**src/rtl/gvsib_pkg.sv**
```systemverilog
package gvsib_pkg;
  localparam int REG_W     = 4;
  localparam int RAW_BYTES = 4;
  localparam int RAW_W     = RAW_BYTES * 8;
  localparam int CNT_W     = $clog2(RAW_BYTES);
  localparam int LEN_W     = $clog2(RAW_BYTES + 1);

  localparam logic [5:0] GATHER_OPC_HI = 6'b100100;
  localparam logic [2:0] SIB_RM        = 3'd4;
  localparam logic [2:0] NO_BASE_CODE  = 3'd5;
  localparam logic [1:0] MOD_REG       = 2'd3;
  localparam logic [1:0] MOD_D8        = 2'd1;
  localparam logic [1:0] MOD_D32       = 2'd2;

  typedef enum logic [2:0] {
    ST_IDLE, ST_MODRM, ST_SIB, ST_DISP, ST_DONE, ST_ILL
  } state_e;

  typedef struct packed {
    logic [1:0]       scale;
    logic [REG_W-1:0] index;
    logic [REG_W-1:0] base;
    logic             no_base;
  } sib_t;

  function automatic logic [LEN_W-1:0] disp_len(input logic [1:0] md,
                                                input logic [2:0] base_lo);
    unique case (md)
      MOD_D8:  disp_len = LEN_W'(1);
      MOD_D32: disp_len = LEN_W'(RAW_BYTES);
      default: disp_len = (base_lo == NO_BASE_CODE) ? LEN_W'(RAW_BYTES) : '0;
    endcase
  endfunction
endpackage

```
**src/rtl/gvsib_modrm_chk.sv**
```systemverilog
module gvsib_modrm_chk
  import gvsib_pkg::*;
(
  input  logic [7:0] modrm_i,
  output logic [1:0] mod_o,
  output logic       bad_o
);
  logic [2:0] rm;
  assign mod_o = modrm_i[7:6];
  assign rm    = modrm_i[2:0];
  // scaled-index byte is mandatory, register-direct form has no memory operand
  assign bad_o = (mod_o == MOD_REG) || (rm != SIB_RM);
endmodule

```
**src/rtl/gvsib_sib_split.sv**
```systemverilog
module gvsib_sib_split
  import gvsib_pkg::*;
(
  input  logic [7:0]       sib_i,
  input  logic [1:0]       mod_i,
  input  logic             rex_x_i,
  input  logic             rex_b_i,
  input  logic [REG_W-1:0] dest_i,
  input  logic [REG_W-1:0] mask_i,
  output sib_t             sib_o,
  output logic [LEN_W-1:0] len_o,
  output logic             overlap_o
);
  logic [2:0] base_lo;
  assign base_lo       = sib_i[2:0];
  assign sib_o.scale   = sib_i[7:6];
  assign sib_o.index   = {rex_x_i, sib_i[5:3]};
  assign sib_o.no_base = (mod_i == 2'd0) && (base_lo == NO_BASE_CODE);
  assign sib_o.base    = sib_o.no_base ? '0 : {rex_b_i, base_lo};
  assign len_o         = disp_len(mod_i, base_lo);
  assign overlap_o     = (dest_i == sib_o.index) || (dest_i == mask_i);
endmodule

```
**src/rtl/gvsib_disp_acc.sv**
```systemverilog
module gvsib_disp_acc
  import gvsib_pkg::*;
#(
  parameter int DISP_W = 64
) (
  input  logic              clk_i,
  input  logic              rst_ni,
  input  logic              clr_i,
  input  logic              load_i,
  input  logic [CNT_W-1:0]  pos_i,
  input  logic [7:0]        byte_i,
  input  logic              short_i,
  output logic [DISP_W-1:0] disp_o
);
  logic [RAW_W-1:0] raw_q;

  for (genvar g = 0; g < RAW_BYTES; g++) begin : g_lane
    always_ff @(posedge clk_i or negedge rst_ni) begin
      if (!rst_ni)                                raw_q[g*8 +: 8] <= '0;
      else if (clr_i)                             raw_q[g*8 +: 8] <= '0;
      else if (load_i && (pos_i == CNT_W'(g)))    raw_q[g*8 +: 8] <= byte_i;
    end
  end

  always_comb begin
    if (short_i) disp_o = {{(DISP_W-8){raw_q[7]}}, raw_q[7:0]};
    else         disp_o = {{(DISP_W-RAW_W){raw_q[RAW_W-1]}}, raw_q};
  end
endmodule

```
**src/rtl/gvsib_decoder.sv**
```systemverilog
module gvsib_decoder
  import gvsib_pkg::*;
#(
  parameter int DISP_W = 64
) (
  input  logic              clk_i,
  input  logic              rst_ni,
  input  logic              start_i,
  input  logic [7:0]        opcode_i,
  input  logic              rex_w_i,
  input  logic              rex_x_i,
  input  logic              rex_b_i,
  input  logic [3:0]        dest_reg_i,
  input  logic [3:0]        mask_reg_i,
  input  logic              byte_valid_i,
  input  logic [7:0]        byte_i,
  output logic              byte_ready_o,
  output logic              done_o,
  output logic              illegal_o,
  output logic              no_base_o,
  output logic [3:0]        base_reg_o,
  output logic [3:0]        index_reg_o,
  output logic [1:0]        scale_o,
  output logic [DISP_W-1:0] disp_o,
  output logic [3:0]        variant_o
);
  state_e           st_q, st_d;
  logic             opc_lsb_q, rex_w_q, rex_x_q, rex_b_q;
  logic [REG_W-1:0] dest_q, mask_q;
  logic [1:0]       mod_q;
  sib_t             sib_q;
  logic [LEN_W-1:0] len_q;
  logic [CNT_W-1:0] cnt_q;

  logic             start_fire, modrm_fire, sib_fire, disp_fire;
  logic             is_gather, modrm_bad, overlap;
  logic [1:0]       mod_w;
  sib_t             sib_w;
  logic [LEN_W-1:0] len_w;
  logic [DISP_W-1:0] disp_w;
  logic             last_disp;

  assign byte_ready_o = (st_q == ST_MODRM) || (st_q == ST_SIB) || (st_q == ST_DISP);
  assign start_fire   = (st_q == ST_IDLE) && start_i;
  assign modrm_fire   = (st_q == ST_MODRM) && byte_valid_i;
  assign sib_fire     = (st_q == ST_SIB) && byte_valid_i;
  assign disp_fire    = (st_q == ST_DISP) && byte_valid_i;
  assign is_gather    = (opcode_i[7:2] == GATHER_OPC_HI);
  assign last_disp    = (LEN_W'(cnt_q) + LEN_W'(1)) == len_q;

  gvsib_modrm_chk u_modrm (
    .modrm_i (byte_i),
    .mod_o   (mod_w),
    .bad_o   (modrm_bad)
  );

  gvsib_sib_split u_sib (
    .sib_i     (byte_i),
    .mod_i     (mod_q),
    .rex_x_i   (rex_x_q),
    .rex_b_i   (rex_b_q),
    .dest_i    (dest_q),
    .mask_i    (mask_q),
    .sib_o     (sib_w),
    .len_o     (len_w),
    .overlap_o (overlap)
  );

  gvsib_disp_acc #(.DISP_W(DISP_W)) u_disp (
    .clk_i   (clk_i),
    .rst_ni  (rst_ni),
    .clr_i   (start_fire),
    .load_i  (disp_fire),
    .pos_i   (cnt_q),
    .byte_i  (byte_i),
    .short_i (mod_q == MOD_D8),
    .disp_o  (disp_w)
  );

  always_comb begin
    st_d = st_q;
    unique case (st_q)
      ST_IDLE:  if (start_i) st_d = is_gather ? ST_MODRM : ST_ILL;
      ST_MODRM: if (byte_valid_i) st_d = modrm_bad ? ST_ILL : ST_SIB;
      ST_SIB: if (byte_valid_i) begin
        if (overlap)          st_d = ST_ILL;
        else if (len_w == '0) st_d = ST_DONE;
        else                  st_d = ST_DISP;
      end
      ST_DISP:  if (byte_valid_i && last_disp) st_d = ST_DONE;
      default:  st_d = ST_IDLE;
    endcase
  end

  always_ff @(posedge clk_i or negedge rst_ni) begin
    if (!rst_ni) begin
      st_q      <= ST_IDLE;
      opc_lsb_q <= 1'b0;
      rex_w_q   <= 1'b0;
      rex_x_q   <= 1'b0;
      rex_b_q   <= 1'b0;
      dest_q    <= '0;
      mask_q    <= '0;
      mod_q     <= '0;
      sib_q     <= '0;
      len_q     <= '0;
      cnt_q     <= '0;
    end else begin
      st_q <= st_d;
      if (start_fire) begin
        opc_lsb_q <= opcode_i[0];
        rex_w_q   <= rex_w_i;
        rex_x_q   <= rex_x_i;
        rex_b_q   <= rex_b_i;
        dest_q    <= dest_reg_i;
        mask_q    <= mask_reg_i;
        mod_q     <= '0;
        sib_q     <= '0;
        len_q     <= '0;
      end
      if (modrm_fire) mod_q <= mod_w;
      if (sib_fire) begin
        sib_q <= sib_w;
        len_q <= len_w;
        cnt_q <= '0;
      end
      if (disp_fire) cnt_q <= cnt_q + CNT_W'(1);
    end
  end

  assign done_o      = (st_q == ST_DONE);
  assign illegal_o   = (st_q == ST_ILL);
  assign no_base_o   = done_o & sib_q.no_base;
  assign base_reg_o  = done_o ? sib_q.base  : '0;
  assign index_reg_o = done_o ? sib_q.index : '0;
  assign scale_o     = done_o ? sib_q.scale : '0;
  assign disp_o      = done_o ? disp_w : '0;
  assign variant_o   = done_o ? {sib_q.scale, opc_lsb_q, rex_w_q} : '0;
endmodule

```
**config.mk**
```make
export PLATFORM = sky130hd
export DESIGN_NAME = gvsib_decoder
export DESIGN_NICKNAME = d
export VERILOG_FILES = /design/src/rtl/gvsib_pkg.sv /design/src/rtl/gvsib_modrm_chk.sv /design/src/rtl/gvsib_sib_split.sv /design/src/rtl/gvsib_disp_acc.sv /design/src/rtl/gvsib_decoder.sv
export SDC_FILE = /design/constraint.sdc
export NUM_CORES = 1
export LEC_CHECK = 0
export BUFFER_PORTS_ARGS = -buffer_cell sky130_fd_sc_hd__buf_2
export CORE_ASPECT_RATIO = 1.75
export CORE_UTILIZATION = 35
export CTS_CLUSTER_SIZE = 12
export DETAILED_ROUTE_END_ITERATION = 12
export GPL_TIMING_DRIVEN = 1
export PLACE_DENSITY = 0.63
export SYNTH_ARGS = -nofsm -noshare
export SYNTH_HDL_FRONTEND = slang
export SYNTH_SLANG_ARGS = --single-unit
```
**constraint.sdc**
```tcl
create_clock -name clk_i -period 3.6 [get_ports clk_i]
set_input_delay 0.9 -clock clk_i [delete_from_list [all_inputs] [get_ports clk_i]]
set_output_delay 0.9 -clock clk_i [all_outputs]
set_load 0.005 [all_outputs]
```
## Yosys cells after proc, flatten, opt, wreduce, memory -nomap -nowiden

Index checks and enable logic that the tools add are counted.

- Muxes and demuxes: 34
- Reductions and logical operators: 26
- Bitwise operators: 1
- $add $sub $neg: 2
- Equal/unequal tests: 21

Operators by type and width:

| operator | count |
|---|---|
| 64-bit two-way mux | 2 |
| 8-bit two-way mux | 8 |
| 3-bit two-way mux | 11 |
| 11-bit two-way mux | 2 |
| 4-bit two-way mux | 4 |
| 2-bit nonzero test | 7 |
| 3-bit one-hot mux with 4 select lines | 1 |
| 1-bit logical AND | 10 |
| 2-bit two-way mux | 5 |
| 3-bit == test (second input constant) | 3 |
| 2-bit == test (second input constant) | 4 |
| 4-bit == test | 2 |
| 3-bit by 2-bit == test with 1-bit output (second input constant) | 2 |
| 6-bit == test (second input constant) | 1 |
| 3-bit logical NOT | 2 |
| 2-bit != test (second input constant) | 3 |
| 3-bit one-hot mux with 2 select lines | 1 |
| 2-bit by 1-bit == test with 1-bit output (second input constant) | 2 |
| 2-bit logical NOT | 2 |
| 1-bit logical OR | 4 |
| 4-bit AND reduction | 1 |
| 2-bit by 1-bit adder with 3-bit output (second input constant) | 1 |
| 3-bit by 1-bit == test with 1-bit output (second input constant) | 1 |
| 3-bit == test | 1 |
| 4 further kinds | 4 |

- Word-level logic and storage cells: 102
- Output and inout bits: 82
- Register bits after elaboration: 65

## Depth between registers and ports, before layout

Gate-level depths: netlist of run 1.

- Depth after elaboration: 8
- Mapped depth: 6
- Gate-level depth less buffers: 6

## By module

From an unflattened synthesis of run 1, not the netlist that was laid out.

- Cell total of the unflattened synthesis: 503
- Area, all modules: 4,370.4 um^2

Modules (own cells, without submodules):

| module | area each (um^2) | cells each | sequential area each (um^2) | times used |
|---|---|---|---|---|
| gvsib_decoder | 2,133.3 | 259 | 825.8 | 1 |
| gvsib_disp_acc | 1,966.9 | 208 | 800.8 | 1 |
| gvsib_sib_split | 244.0 | 32 | 0.0 | 1 |
| gvsib_modrm_chk | 26.3 | 4 | 0.0 | 1 |

## Worst setup path after synthesis of run 1

OpenSTA, ideal clock, no wires.

- Path type: reg2out
- From: reg mod_q[1]
- To: out disp_o[32]
- Data arrival time: 2,497 ps
- Slack: 203 ps
- Stages on the path, launching flop included: 7
- Path buffers: 2
- Required time: 2,700 ps
- Path through: dfrtp_1 inv_1 ha_1 clkbuf_1 nand2_1 a21oi_1 buf_4

- Cells in the longest elaborated chain, start to end: 3

Ends and longest elaborated chain:

| item | line | text |
|---|---|---|
| from (decl) | gvsib_decoder.sv:30 | `logic [1:0] mod_q;` |
| from (signal assigned) | gvsib_decoder.sv:121 | `if (modrm_fire) mod_q <= mod_w;` |
| 2-bit by 1-bit == test with 1-bit output | gvsib_decoder.sv:76 | `.short_i (mod_q == MOD_D8),` |
| 64-bit two-way mux | gvsib_disp_acc.sv:26 | `if (short_i) disp_o = {{(DISP_W-8){raw_q[7]}}, raw_q[7:0]};` |
| 64-bit two-way mux | gvsib_decoder.sv:137 | `assign disp_o = done_o ? disp_w : '0;` |
| to (decl) | gvsib_decoder.sv:24 | `output logic [DISP_W-1:0] disp_o,` |

No other way between the ends.

## Worst setup path in the final report of run 1

- From: reg mod_q[1]
- To: out disp_o[31]

Same word-level chain as after synthesis.

==> results.md, run 1 <==
- Status: complete, no violations
- Period Utilization, post-route: 0.854
- Final ANT Viol Nets: 0
- TritonCTS Buffers: 9
- Layout cell share with drive strength beyond 1: 0.285
- H-tree Lvls: 3
- Worst hold slack: between 400 and 500 ps
- Slew HR: 0.331
- Leading area contributor after synthesis: dfrtp_1
- CP max stage cell: nand2_1
- Final Cell Area: between 4000 and 5000 µm²
- CP max stage delay: 460 ps
- Post-synth top flop: dfrtp_1
- Delay-heaviest family, CP: buffers and inverters
- Crit end category: output pin
- Mean Syn Cell Area: 8.50 µm²
- Worst-path cell chain: inv_1 > ha_1 > nand2_1 > a21oi_1 > buf_4 > buf_2
- Setup violators final: 0
- Die height: 139 µm
- Clock tree buffer depth: 2
- Die area: 11200 µm²
- Ant. Diodes: 0
- Die X: 80.5 µm
- Final WL: 9.60 mm
- Synth area leaders: dfrtp_1 42%, nand2_1 9.4%, a21oi_1 7.7%, buf_4 7.6%, nand3_1 6.0%
- CTS tree: built
- Final Max Slew Viols: 0
- Tmin final: 3070 ps
- Vias in the first global route: ~3200
- Unique masters post-synth: 45
- Global route total overflow: 0
- Area growth syn-to-layout: 17.9%
- Cell Area, Placed: 4150 µm²
- Via density: 5.17
- Setup TNS Final: 0 ps
- CTS Sinks: 64
- IO Port Bufs: 111
- Resize count post-CTS: 0
- First-pass GRT wire length: 15.7 mm
- CORE AREA: between 10000 and 15000 µm²
- Worst-Margin Slew: around 1000 ps
- Fmax: 325 MHz
- Largest fanout on the critical path: 33
- DR vias: 3311
- Post-synth ARST share: 1.00
- Initial Util: 0.364
- Setup CP Type: reg -> out
- Sequential area share after synthesis: 0.424
- Antenna violations before repair: 0
- Final Non-Filler Cells: 640
- CTS Hold Buffers Added: 0
- Synth warnings: 0
- Gp weighted congestion: 0.774
- Register bit count reported by yosys: 64
- Mapped cell area: 3770 µm²
- Fin util: 0.430
- Drt first pass iters: 4
- Total track usage: 0.183
- RSZ-0062 raised after global routing: no
- Critical Path RT: 2700 ps
- Clock slew seen by the registers of the worst setup and hold paths: about 50 ps
- Leakage: 0.00231 µW
- Final Hold Fails: 0
- Max_cap viols: 0
- CP bufs+invs: 3
- Post-synth EDFFs: 0
- I/O Pins: 113
- Avg WL per Cell: 15.0 µm
- Postcts setup bufs: 0
- DRC viols: 0
- Syn_nets: 482
- Crit path launch type: flop
- Final #Nets: roughly 550
- Fillers: 1033
- Top cell type's share of synthesized area: 0.424
- Pin count of the biggest net entering global routing: 39
- DRT iter0 DRCs: 146
- Hold Crit Class: reg -> reg
- Hpwl dp: 6.78 mm
- Worst-Skew Late Latency: approximately 330 ps
- Most common cell in the synthesized netlist: nand2_1
- Commonest cells in the netlist: 95 x nand2_1, 64 x dfrtp_1, 58 x a21oi_1
- Max Clock Skew: 2.83 ps
- Cells after synthesis: 444
- Worst VDD drop: 0.388 mV
- Num rows: 49
- Placed Instances: 624
- Clock root cell: clkbuf_16
- Pwr/cell area: 651 nW/µm²
- Critical path data arrival time: 2170 ps
## worst min-delay path, delay by kind of cell, from the launching register on
kind,cells,cell delay (ps)
flip-flops,1,340
AND/OR/NAND/NOR,2,110
## path summary, 6_finish.rpt
path	from	to	slack, ps	depth (start not counted)
hold reg to reg	opc_lsb_q$_DFFE_PN0P_	opc_lsb_q$_DFFE_PN0P_	480	2
setup reg to reg	st_q[0]$_DFFE_PN0P_	sib_q[4]$_DFFE_PN0P_	1120	4
max in group asynchronous	rst_ni	mask_q[1]$_DFFE_PN0P_	2060	2
hold / removal	opc_lsb_q$_DFFE_PN0P_	opc_lsb_q$_DFFE_PN0P_	480	2
setup / recovery	mod_q[1]$_DFFE_PN0P_	disp_o[31]	530	6
min in group asynchronous	rst_ni	st_q[2]$_DFFE_PN0P_	590	1
## per-stage QoR
step,setup slack [ps],total power [µW]
CTS,499,2920
finish,525,2900
global route,218,3080
detailed placement,858,2030
global placement,929,2010
floorplan,203,1770
## sequential cells by signal (all words and copies together), names as in the netlist
register      flops
rex_x_q           1
len_q             2
u_disp.raw_q     32
rex_b_q           1
mod_q             2
sib_q            11
opc_lsb_q         1
rex_w_q           1
st_q              3
mask_q            4
dest_q            4
cnt_q             2
## area by class of cell
class	count	area (µm²)	share of cell area
clock inverters	3	40.0	0.00899
well taps	127	159	0.0357
inverters	8	30.0	0.00675
multi-input cells	305	1730	0.388
repair buffers	120	636	0.143
flip-flops and latches	64	1600	0.360
clock buffers	13	260	0.0585
## cells in the final DEF (no fill, tap or decap), types with 2 or more instances in the layout
master       n
a32o_1       3
nand2b_1    24
nand2_1     95
o21ai_0      5
buf_4        8
a21oi_1     58
clkbuf_8     2
dfrtp_1     64
xor2_1       8
ha_1         7
clkbuf_16    9
a211oi_2     2
and3_1      22
a22o_1       2
nand3_1     45
clkinv_2     2
nor4_2       3
buf_2      111
inv_1        8
clkbuf_1     2
nor2_1       5
## layer usage
layer | vias to the layer above | track usage | routed length, µm | part of all wire
li1 | 1593 | - | - | -
met1 | 1583 | 0.201 | 3650 | 0.38
met2 | 117 | 0.325 | 5170 | 0.54
met3 | 18 | 0.0452 | 558 | 0.058
met4 | 0 | 0.0799 | 221 | 0.023
met5 | - | 0 | 0 | 0
## cells by family after synthesis
group	after synthesis	synth area share
xor+xnor	10	0.0252
simple gates	207	0.275
fa+ha+maj	7	0.0232
buf+inv	75	0.119
flops	64	0.424
compound gates	81	0.133
## report_power, final
group	internal [µW]	leakage, µW	total [µW]	switching [µW]
Combinational	385	0.00130	999	614
Sequential	884	0.000864	1030	141
Clock	571	0.000150	875	304
No activity file was read; power rests on OpenSTA's default activity.
==> inputs of run 2 (changes only) <==
CORE_UTILIZATION = 45   (was 35)
PLACE_DENSITY = 0.76   (was 0.63)
==> results.md, run 2 (synthesis results as in run 1) <==
- Ant. Diodes: 0
- CTS tree: built
- Setup violators final: 0
- Final Hold Fails: 0
- Flop2flop setup slack: 1170 ps
- RSZ-0062 raised after global routing: no
- DR vias: 3373
- Status: finished, violations left
- Number of flip-flops in the largest register: 32
- Final Max Slew Viols: 0
- DRC viols: 12
- Critical register-to-register path startpoint: st_q[0]$_DFFE_PN0P_
- Via density: roughly 5.6
- Final worst slack: about 430 ps
- Setup CP Type: reg -> out
- I/O Pins: 113
- WHS Endpoint: opc_lsb_q$_DFFE_PN0P_
- Hold Crit Class: reg -> reg
- TritonCTS Buffers: 9
- Max Clock Skew: 5.86 ps
- Total track usage: 0.226
- R2R cell count: 4
- First-pass GRT wire length: 15.1 mm
- Crit end category: output pin
- Largest regs: u_disp.raw_q: 32 flops, sib_q: 11 flops
- Clock tree buffer depth: 2
- DRT iter0 DRCs: 279
- Critical path data arrival time: 2270 ps
- Hpwl dp: 6.46 mm
- Leakage: approximately 0.0023 µW
- Vias in the first global route: 3151
- Setup TNS Final: 0 ps
- Hold depth: 2
- CTS Hold Buffers Added: 0
- Clock root cell: clkbuf_16
- Cell Area, Placed: just over 4000 µm²
- Final Cell Area: around 4400 µm²
- Critical Path RT: 2700 ps
- Pin count of the biggest net entering global routing: 42
- IO Port Bufs: 111
- Worst r2r dst: sib_q[1]$_DFFE_PN0P_
- Resize count post-CTS: 0
- Worst VDD drop: between 0.5 and 0.6 mV
- Drt first pass iters: 10
- Postcts setup bufs: 0
- Antenna violations before repair: 0
- Gp weighted congestion: 0.818
- Hold Crit Start: opc_lsb_q$_DFFE_PN0P_
- Pwr/cell area: roughly 640 nW/µm²
- Largest fanout on the critical path: 33
- CTS Sinks: between 60 and 70
- Clock slew seen by the registers of the worst setup and hold paths: 50 ps
- Most frequent cells in the layout: 111 x buf_2, 95 x nand2_1, 64 x dfrtp_1
- Period Utilization, post-route: 0.881
- Final ANT Viol Nets: 0
- Max_cap viols: 0
- Pre-CTS setup slack: roughly 770 ps
- Top reg by flops: u_disp.raw_q
- Worst-Margin Slew: 930 ps
- Final #Nets: roughly 550
- Die X: about 70 µm
- CORE AREA: 8020 µm²
- Worst-Skew Late Latency: 330 ps
- Area growth syn-to-layout: 15.7%
- Final WL: 9.20 mm
- Slew HR: 0.378
- Avg WL per Cell: approximately 15 µm
- Layout cell share with drive strength beyond 1: 0.285
- Fmax: between 300 and 400 MHz
- H-tree Lvls: 3
- Num rows: 43
- Global route total overflow: 0
- Crit path launch type: flop
- Tmin final: ~3200 ps
- Die height: 123 µm
- Commonest non-fill, non-tap cell in the layout: buf_2
- Die area: 8770 µm²
- Failing checks: design-rule violations
- Initial Util: 0.471
run 2: cell count changes in the layout (fill, tap and decap cells not counted):
cell        delta
buf_12         -1
buf_4          +1
bufinv_16      -1
clkbuf_1       -1
clkinvlp_4     +1
run 2: worst max-delay path, cell delays in order (launching register included):
cell	delay (ps)
dfrtp_1	400
inv_1	100
ha_1	660
nand2_1	160
a21oi_1	200
buf_4	260
buf_2	150
run 2: worst max-delay path by stage:
stage | from | to | slack (ps) | cells after the start
3_3_place_gp | mod_q[1]$_DFFE_PN0P_ | disp_o[31] | 850 | 6
4_1_cts | mod_q[1]$_DFFE_PN0P_ | disp_o[59] | 420 | 6
5_1_grt | mod_q[1]$_DFFE_PN0P_ | disp_o[33] | 250 | 6
3_5_place_dp | mod_q[1]$_DFFE_PN0P_ | disp_o[59] | 770 | 6
2_1_floorplan | mod_q[1]$_DFFE_PN0P_ | disp_o[32] | 200 | 6
6_report | mod_q[1]$_DFFE_PN0P_ | disp_o[60] | 430 | 6
run 2: report_power, final:
part	internal (µW)	switching (µW)
combinational	374	613
clock	496	299
sequential	884	149
total	1750	1060
run 2: area by class of cell:
type                       instances  area, µm²
clock buffer                      12        256
clock inverter                     3       17.5
fill                             738       3650
inverter                           8       30.0
multi-input combinational        305       1730
sequential                        64       1600
tap                               90        113
timing repair buffer             120        623
run 2: layer usage:
layer,share of wire,vias to the layer above,GRT usage
met2,0.53,185,0.395
li1,-,1594,-
met1,0.37,1572,0.259
met3,0.076,22,0.0440
met4,0.027,0,0.118
met5,0,-,0
run 2: metrics by stage:
step | util | hold slack, ps | total power (µW) | cells
global route | 0.545 | 494 | 2990 | 602
floorplan | - | 438 | 1770 | 444
finish | 0.545 | 474 | 2810 | 602
global placement | 0.511 | 454 | 1980 | 587
CTS | 0.545 | 471 | 2820 | 602
detailed placement | 0.511 | 458 | 2020 | 587
==> inputs of run 3 (changes only) <==
PLACE_DENSITY = 0.75   (was 0.76)
SYNTH_HIERARCHICAL = 1   (was default)
==> results.md, run 3 <==
- Final #Nets: 578
- Final ANT Viol Nets: 0
- CTS tree: built
- Setup violators final: 0
- Flop2flop setup slack: 910 ps
- Die area: 10100 µm²
- Post-synth top flop: dfrtp_1
- Clock slew seen by the registers of the worst setup and hold paths: 50 ps
- CTS Hold Buffers Added: 0
- Total track usage: 0.199
- Postcts setup bufs: 0
- Critical path data arrival time: 2330 ps
- Cell Area, Placed: 4560 µm²
- Largest fanout on the critical path: 33
- Final Max Slew Viols: 0
- Tmin final: roughly 3200 ps
- Initial Util: 0.462
- IO Port Bufs: 111
- Final WL: 9.68 mm
- Via density: 4.97
- Critical Path RT: 2700 ps
- Clock tree buffer depth: 2
- Critical register-to-register path startpoint: st_q[0]$_DFFE_PN0P_
- CTS Sinks: 65
- Unique masters post-synth: 48
- Synth area leaders: dfrtp_1 37%, and3_1 11%, buf_4 9.4%, mux2i_1 7.6%, nand2_1 6.1%
- Commonest non-fill, non-tap cell in the layout: buf_2
- DRC viols: 0
- Die X: 76.5 µm
- Sequential area share after synthesis: 0.372
- Cells after synthesis: 503
- Clock root cell: clkbuf_16
- Resize count post-CTS: 0
- Layout cell share with drive strength beyond 1: 0.270
- DR vias: around 3300
- Top cell type's share of synthesized area: 0.372
- Pin count of the biggest net entering global routing: 87
- Num rows: 47
- Fmax: 310 MHz
- Most common cell in the synthesized netlist: and3_1
- Largest regs: u_disp/raw_q: 32 flops, sib_q: 11 flops
- H-tree Lvls: 3
- CP endpoint: disp_o[59]
- I/O Pins: approximately 110
- Slew HR: 0.281
- Antenna violations before repair: 0
- Area growth syn-to-layout: 11.4%
- Vias in the first global route: 3255
- Post-synth EDFFs: 0
- Pre-CTS setup slack: 714 ps
- DRT iter0 DRCs: ~170
- Post-synth ARST share: 1.00
- Number of flip-flops in the largest register: 32
- R2R cell count: 6
- Period Utilization, post-route: 0.897
- Max_cap viols: 0
- Final Non-Filler Cells: 670
- Global route total overflow: 0
- Pwr/cell area: ~620 nW/µm²
- Worst-Margin Slew: ~1100 ps
- Fin util: 0.514
- Drt first pass iters: 4
- Hold Crit Class: reg -> reg
- Ant. Diodes: 0
- CORE AREA: 9470 µm²
- Die height: 132 µm
- Syn_nets: 538
- Register bit count reported by yosys: 65
- Worst r2r dst: u_disp/raw_q[28]$_DFFE_PN0P_
- Gp weighted congestion: 0.804
- Most frequent cells in the layout: 111 x buf_2, 77 x and3_1, 71 x nand2_1
- Worst VDD drop: between 0.4 and 0.5 mV
- Commonest cells in the netlist: 77 x and3_1, 71 x nand2_1, 65 x dfrtp_1
- Final Hold Fails: 0
- Top reg by flops: u_disp/raw_q
- Max Clock Skew: a little under 10 ps
- Mapped cell area: 4370 µm²
- Hold depth: 2
- RSZ-0062 raised after global routing: no
- Leading area contributor after synthesis: dfrtp_1
- First-pass GRT wire length: 16.1 mm
- Setup TNS Final: 0 ps
- Worst-Skew Late Latency: 330 ps
- Crit end category: output pin
- Status: complete, no violations
- Avg WL per Cell: approximately 14 µm
- Crit path launch type: flop
- Mean Syn Cell Area: 8.69 µm²
- Final worst slack: 372 ps
- CP startpoint: mod_q[0]$_DFFE_PN0P_
- Hpwl dp: roughly 6.6 mm
- Synth warnings: 6
- Hold Crit Start: opc_lsb_q$_DFFE_PN0P_
- Final Cell Area: 4870 µm²
- TritonCTS Buffers: 9
- Leakage: 0.00288 µW
- Placed Instances: around 650
- Setup CP Type: reg -> out
==> run 3: cell types whose count changed after synthesis, moves of 20 or more <==
cell     change
mux2i_1     +33
and3_1      +55
a21oi_1     -55
nand3_1     -44
o21ai_0     +20
nand2_1     -24
==> run 3: cells by family after synthesis <==
| kind of cell | count (synthesis) | share of synthesized area |
|---|---|---|
| and+or+nand+nor | 220 | 0.290 |
| buffers and inverters | 117 | 0.154 |
| DFF | 65 | 0.372 |
| AOI/OAI and AO/OA | 51 | 0.0707 |
| muxes | 34 | 0.0782 |
| xor gates and xnor gates | 11 | 0.0220 |
| adders and majority gates | 4 | 0.0115 |
| other | 1 | 0.000858 |
==> run 3: routing by layer <==
| layer | share of wire | track usage | routed length, µm | vias to the layer above |
|---|---|---|---|---|
| met5 | 0 | 0 | 0 | - |
| met4 | 0.014 | 0.0662 | 132 | 0 |
| met3 | 0.032 | 0.0339 | 306 | 8 |
| met2 | 0.54 | 0.361 | 5210 | 76 |
| met1 | 0.42 | 0.235 | 4020 | 1557 |
| li1 | - | - | - | 1690 |
==> run 3: power by group <==
group / total (µW) / leakage, µW / internal [µW] / switching, µW
clock network: 883 / 0.000149 / 573 / 310
registers: 1160 / 0.000879 / 899 / 263
logic: 993 / 0.00185 / 399 / 594
==> run 3: worst min path at each step <==
stage                                  to
floorplan             rex_b_q$_DFFE_PN0P_
global placement      rex_b_q$_DFFE_PN0P_
detailed placement  opc_lsb_q$_DFFE_PN0P_
CTS                 opc_lsb_q$_DFFE_PN0P_
global route        opc_lsb_q$_DFFE_PN0P_
finish              opc_lsb_q$_DFFE_PN0P_
==> run 3: worst max-delay path, stage by stage, from the launching register on <==
cell and delay (ps):
dfrtp_1 390, nor2b_1 170, buf_4 250, nand2_1 400, o21ai_1 210, buf_4 260, and3_1 190, buf_2 120
==> run 3: stage by stage <==
| step | total power [µW] | hold slack, ps |
|---|---|---|
| floorplan | 1980 | 437 |
| global placement | 2110 | 449 |
| detailed placement | 2170 | 457 |
| CTS | 3060 | 470 |
| global route | 3240 | 498 |
| finish | 3040 | 472 |
==> run 3: area by class of cell <==
cell class	instances	area (µm²)
fillers	885	4600
multi-input cells	321	2070
flip-flops and latches	65	1630
repair buffers	116	593
clock buffers	12	256
well taps	122	153
inverters	30	118
clock inverters	4	51.3
